`src/rtl/usb_host_irq_ctrl.sv`:
```
module usb_host_irq_ctrl #(
  parameter logic [7:0] EN_ADDR   = 8'h06,
  parameter logic [7:0] STAT_ADDR = 8'h0D
) (
  input  logic       clk,
  input  logic       rst_n,
  input  logic [7:0] addr,
  input  logic [7:0] wdata,
  input  logic       wr_en,
  input  logic       rd_en,
  output logic [7:0] rdata,
  input  logic       frame_en,
  input  logic       resume_sel,
  input  logic       done_a,
  input  logic       done_b,
  input  logic       frame_tick,
  input  logic       attach_chg,
  input  logic       detect_evt,
  input  logic       resume_evt,
  output logic       irq
);
  localparam logic [7:0] LIVE = 8'h73;

  logic [7:0] en_q, stat_q, set_v, clr_v;
  logic       irq_q;

  assign set_v = {1'b0,
                  resume_sel ? resume_evt : detect_evt,
                  attach_chg,
                  frame_tick & frame_en,
                  2'b00,
                  done_b,
                  done_a};

  assign clr_v = (wr_en && addr == STAT_ADDR) ? (wdata & LIVE) : 8'h00;

  always_ff @(posedge clk or negedge rst_n) begin
    if (!rst_n) begin
      en_q   <= 8'h00;
      stat_q <= 8'h00;
      irq_q  <= 1'b0;
    end else begin
      if (wr_en && addr == EN_ADDR) en_q <= wdata & LIVE;
      stat_q <= (stat_q & ~clr_v) | set_v;
      irq_q  <= |(stat_q & en_q);
    end
  end

  always_comb begin
    rdata = 8'h00;
    if (rd_en) begin
      if (addr == EN_ADDR)        rdata = en_q;
      else if (addr == STAT_ADDR) rdata = stat_q;
    end
  end

  assign irq = irq_q;
endmodule

```
`config.mk`:
```
export PLATFORM = sky130hd
export DESIGN_NAME = usb_host_irq_ctrl
export DESIGN_NICKNAME = d
export VERILOG_FILES = /design/src/rtl/usb_host_irq_ctrl.sv
export SDC_FILE = /design/constraint.sdc
export NUM_CORES = 1
export LEC_CHECK = 0
export BUFFER_PORTS_ARGS = -buffer_cell sky130_fd_sc_hd__buf_2
export CORE_UTILIZATION = 42
export CTS_BUF_LIST = sky130_fd_sc_hd__clkbuf_4 sky130_fd_sc_hd__clkbuf_8
export DETAILED_ROUTE_END_ITERATION = 12
export PLACE_DENSITY = 0.76
export REMOVE_ABC_BUFFERS = 1
export SLEW_MARGIN = 20
export SYNTH_ARGS = -nofsm -noshare
export SYNTH_HDL_FRONTEND = slang
export SYNTH_SLANG_ARGS = --single-unit
```
`constraint.sdc`:
```
create_clock -name clk -period 1 [get_ports clk]
set_input_delay 0.1 -clock clk [delete_from_list [all_inputs] [get_ports clk]]
set_output_delay 0.1 -clock clk [all_outputs]
set_load 0.03 [all_outputs]
```
==> After elaboration in Yosys (flattened, before gate mapping) <==
Cells that the tools add are included.
W data, S select, Z words.
{ "totals": {"ff_bits": 14, "out_inout_bits": 9} }
{ "op_classes": {"eq_ne": 2, "mux": 5, "bitwise": 5, "n_reduce_logical": 3} }
{ "op_table": {"columns": ["operator", "count"], "rows": [
  ["$mux W8", 3],
  ["$and A8 B7 Y8", 1],
  ["$and A8 B8 Y8", 1],
  ["$eq A8 B3 Y1 const B", 1],
  ["$eq A8 B4 Y1 const B", 1],
  ["$not A7 Y8", 1],
  ["$or A8 B7 Y8", 1],
  ["$reduce_or A8 Y1", 1],
  ["$mux W7", 1],
  ["$logic_and A1 B1 Y1", 2],
  ["$and A1 B1 Y1", 1],
  ["$mux W1", 1]
]} }

==> Longest topological paths before layout <==
{ "logic_depth": {"depth_word": 6, "depth_mapped": 4, "depth_no_buf": 3} }

==> Least setup slack after synthesis <==
Ideal clock, no wire load.
{ "synth_timing": {"path_type": "input port to output port", "start": "input addr[5]", "end": "output rdata[0]", "arrival_time_ps": 1156, "path_slack_ps": -256, "cell_stages": 3, "n_path_buf": 0, "path_cell_list": "nor4_4 nand2_1 nor2_1"} }
{ "synth_via": {"elab_chain_len": 4, "word_cells_on_any_way": 5, "classes_between": "2 x eq/ne; 3 x mux"} }
{ "synth_lines": {"columns": ["element", "line", "rtl"], "rows": [
  ["start: declaration", "7", "input logic [7:0] addr,"],
  ["$eq A8 B4 Y1", "53", "else if (addr == STAT_ADDR) rdata = stat_q;"],
  ["$mux W8", "53", null],
  ["$mux W8 (*)", "52", "if (addr == EN_ADDR) rdata = en_q;"],
  ["$mux W8 (*)", "51", "if (rd_en) begin"],
  ["end: declaration", "11", "output logic [7:0] rdata,"]
]} }
Mark *: on every way between the ends. The rest lies on a longest branch, timed or not.

==> Final worst setup path <==
{ "layout_timing": {"start": "register stat_q[0]", "end": "output rdata[0]"} }
{ "layout_via": {"elab_chain_len": 3} }
{ "layout_lines": {"columns": ["element", "line", "rtl"], "rows": [
  ["start: declaration", "24", "logic [7:0] en_q, stat_q, set_v, clr_v;"],
  ["start signal: assignment", "44", "stat_q <= (stat_q & ~clr_v) | set_v;"],
  ["$mux W8", "53", null],
  ["$mux W8", "52", null],
  ["$mux W8", "51", null]
]} }
Every way passes these cells.

==> impl_metrics.env <==
export IMPL_yosys_register_bits=11
export IMPL_post_synth_instance_area_sq_um=583.1
export IMPL_synth_edf_count=0
export IMPL_post_route_min_period_ns=1.194
export IMPL_floorplan_die_area_sq_um=1541
export IMPL_unrepaired_setup_endpoints_after_global_routing="yes"
export IMPL_clock_skew_final_ns=0.007165
export IMPL_final_net_count=126
export IMPL_crit_fanout=2
export IMPL_ff2ff_path_depth=3
export IMPL_critPathArrivalTime_ns=1.09
export IMPL_clkLatencyLatePin_ns=0.27
export IMPL_vias_per_cell=5.348
export IMPL_io_pins=37
export IMPL_total_power_consumption_mw=1.001
export IMPL_synthDominantCellAreaShare_pct=47.21
export IMPL_min_period_over_period_pct=119.4
export IMPL_maximum_number_of_pins_on_one_net_before_global_route_repair=12
export IMPL_failed_checks="negative setup slack"
export IMPL_drt_first_pass_iters=4
export IMPL_place_hpwl_microns=1126
export IMPL_clk_transition_reported_paths_ns=0.08
export IMPL_synth_mux_area_share_pct=9.657
export IMPL_area_growth_pct=60.52
export IMPL_n_antenna_cell=0
export IMPL_seq_area_frac_synth_pct=47.21
export IMPL_synthAdderAreaFrac_pct=0
export IMPL_post_drt_wl_per_cell_microns=15.34
export IMPL_drt_antenna_violating_nets=0
export IMPL_dpl_instance_area_sq_um=755.7
export IMPL_ys_top_cells_by_count="dfrtp_1, a22oi_1, nand4_1, nor2_1"
export IMPL_fin_util_pct=71.92
export IMPL_clock_sinks=11
export IMPL_postSynth_topFlopCell="dfrtp_1"
export IMPL_rows=13
export IMPL_grt_antenna_before_repair=0
export IMPL_wirelength_microns=1718
export IMPL_cts_root_buffer_cell="clkbuf_4"
export IMPL_initial_core_util_pct=44.81
export IMPL_holdCritStartpoint="done_b"
export IMPL_post_layout_instance_area_sq_um=935.9
export IMPL_multi_input_area_sq_um=304.0
export IMPL_vdd_ir_drop_max_v=0.0006804
export IMPL_worstSetupPathType="flop to output pin"
export IMPL_timing_hold_worst_endpoint="stat_q[1]"
export IMPL_global_route_overflow_total=0
export IMPL_number_of_global_route_vias_before_repair=582
export IMPL_worst_endpoint_required_ns=0.90
export IMPL_worst_r2r_endpoint="irq"
export IMPL_core_sq_um=1301
export IMPL_holdCritPathClass="primary input to flop"
export IMPL_yosysMostFrequentCell="dfrtp_1"
export IMPL_regArea_sq_um=275.3
export IMPL_ys_top_cells_by_area="dfrtp_1, a22oi_1, mux2_2"
export IMPL_final_fill_count=104
export IMPL_hold_violations=0
export IMPL_numCtsBuffers=3
export IMPL_die_span_in_y_microns=39.26
export IMPL_synth_cells=50
export IMPL_route_detailed_drc=0
export IMPL_netlist_top_cell_by_area="dfrtp_1"
export IMPL_outcome="finished with violations"
export IMPL_yosys_warnings=0
export IMPL_synth_async_sr_flop_share_pct=100.0
export IMPL_finalNonFillerCells=112
export IMPL_synth_top_family_by_area="simple AND/OR/NAND/NOR gates"
export IMPL_synth_compound_area_share_pct=16.52
export IMPL_synth_cell_types=19
export IMPL_leakage_nw=0.4424
export IMPL_initialDrtViolationCount=29
export IMPL_global_route_usage_total_pct=26.33
export IMPL_synth_area_per_cell_sq_um=11.66
export IMPL_critical_path_reg2reg_startpoint="stat_q[0]"
export IMPL_timing_hold_ws_ns=0.01484
export IMPL_crit_path_end_kind="output pin"
export IMPL_placedCellCount=96
export IMPL_die_width_microns=39.26
export IMPL_cp_start_kind="flop"
export IMPL_cts_tree="built"
export IMPL_maxClockFrequency_ghz=0.8377
export IMPL_globalplace_congestion=0.8067
export IMPL_finalWorstSetupSlack_ns=-0.1937
export IMPL_slew_viol_final=0
export IMPL_setup_violations=6
export IMPL_grt_first_pass_wirelength_microns=2532
export IMPL_via_count=599
export IMPL_power_density_cell_area_nw_per_um2=1070
export IMPL_ctsHtreeMaxLevel=1
export IMPL_ff2ff_setup_slack_ns=-0.04
export IMPL_synth_xor_xnor_area_share_pct=0
export IMPL_fraction_of_layout_instances_using_a_drive_strength_above_1_pct=58.76
export IMPL_synth_simple_area_share_pct=21.46
export IMPL_clock_tree_buffer_depth=2
export IMPL_worstHoldPathCells=2
export IMPL_placement_io_buffers=30
export IMPL_drv_cap=0
[flip-flops by register name, indices dropped and copies added, names as in the netlist]
register,count
irq,1
stat_q,5
en_q,5
[layout make-up]
class,count,area share (%)
timing repair buffer,45,32.89
clock buffer,4,3.209
sequential,11,29.41
tap,15,2.005
multi-input combinational,37,32.49
[report_power, final]
group | internal (mW) | switching [mW]
registers | 0.462 | 0.00818
clock network | 0.182 | 0.157
logic | 0.0938 | 0.0981
[routing by layer]
layer | wire length, microns | vias to the layer above | global-route usage, % | part of all wire [%]
li1 | - | 287 | - | -
met4 | 51 | 0 | 14.66 | 3.0
met1 | 657 | 273 | 28.99 | 38
met2 | 888 | 33 | 45.00 | 52
met3 | 121 | 6 | 7.386 | 7.0
met5 | 0 | - | 0 | 0
[worst max-delay path: stages (launching register included)]
cell	delay, ns
dfrtp_1	0.41
a22oi_2	0.18
nor2_1	0.07
buf_4	0.16
[logic make-up after synthesis]
logic type             Yosys count
muxes                            5
other                            1
DFF                             11
and+or+nand+nor                 17
AOI/OAI and AO/OA               12
buffers and inverters            4
[stage by stage]
stage / setup slack (ns) / TNS (ns)
2_1_floorplan: -0.2565 / -1.808
4_1_cts: -0.1686 / -0.7828
3_5_place_dp: -0.2712 / -3.095
3_3_place_gp: -0.2046 / -2.240
5_1_grt: -0.2145 / -1.094
6_report: -0.1937 / -0.8042
[worst max path at each step]
stage          startpoint  endpoint  slack, ns  cells past startpoint
2_1_floorplan     addr[5]  rdata[0]      -0.26                      3
3_3_place_gp      addr[5]   en_q[5]      -0.20                      5
3_5_place_dp      addr[5]   en_q[4]      -0.27                      5
4_1_cts         stat_q[0]  rdata[0]      -0.17                      3
5_1_grt         stat_q[0]  rdata[0]      -0.21                      3
6_report        stat_q[0]  rdata[0]      -0.19                      3
[cell usage in the layout (no fill, tap or decap), types with 2 or more instances in the layout]
cell | synthesis | layout
buf_6 | 0 | 4
buf_2 | 0 | 23
nand4_1 | 5 | 5
dfrtp_1 | 11 | 11
conb_1 | 1 | 3
mux2_4 | 0 | 2
dlygate4sd3_1 | 0 | 2
a22oi_1 | 6 | 5
buf_4 | 3 | 15
clkbuf_4 | 0 | 4
nor2_1 | 5 | 5
a21o_1 | 3 | 3
mux2_2 | 3 | 3
[timing repair]
| action | CTS | global route |
|---|---|---|
| setup endpoints to repair | 5 | 10 |
| hold endpoints to repair | 12 | 0 |
| resized for setup | 8 | 8 |
| pin swaps | 1 | 3 |
| hold buffers | 2 | 0 |
| setup buffers | 8 | 2 |
Power figures use the tool's default switching activity.
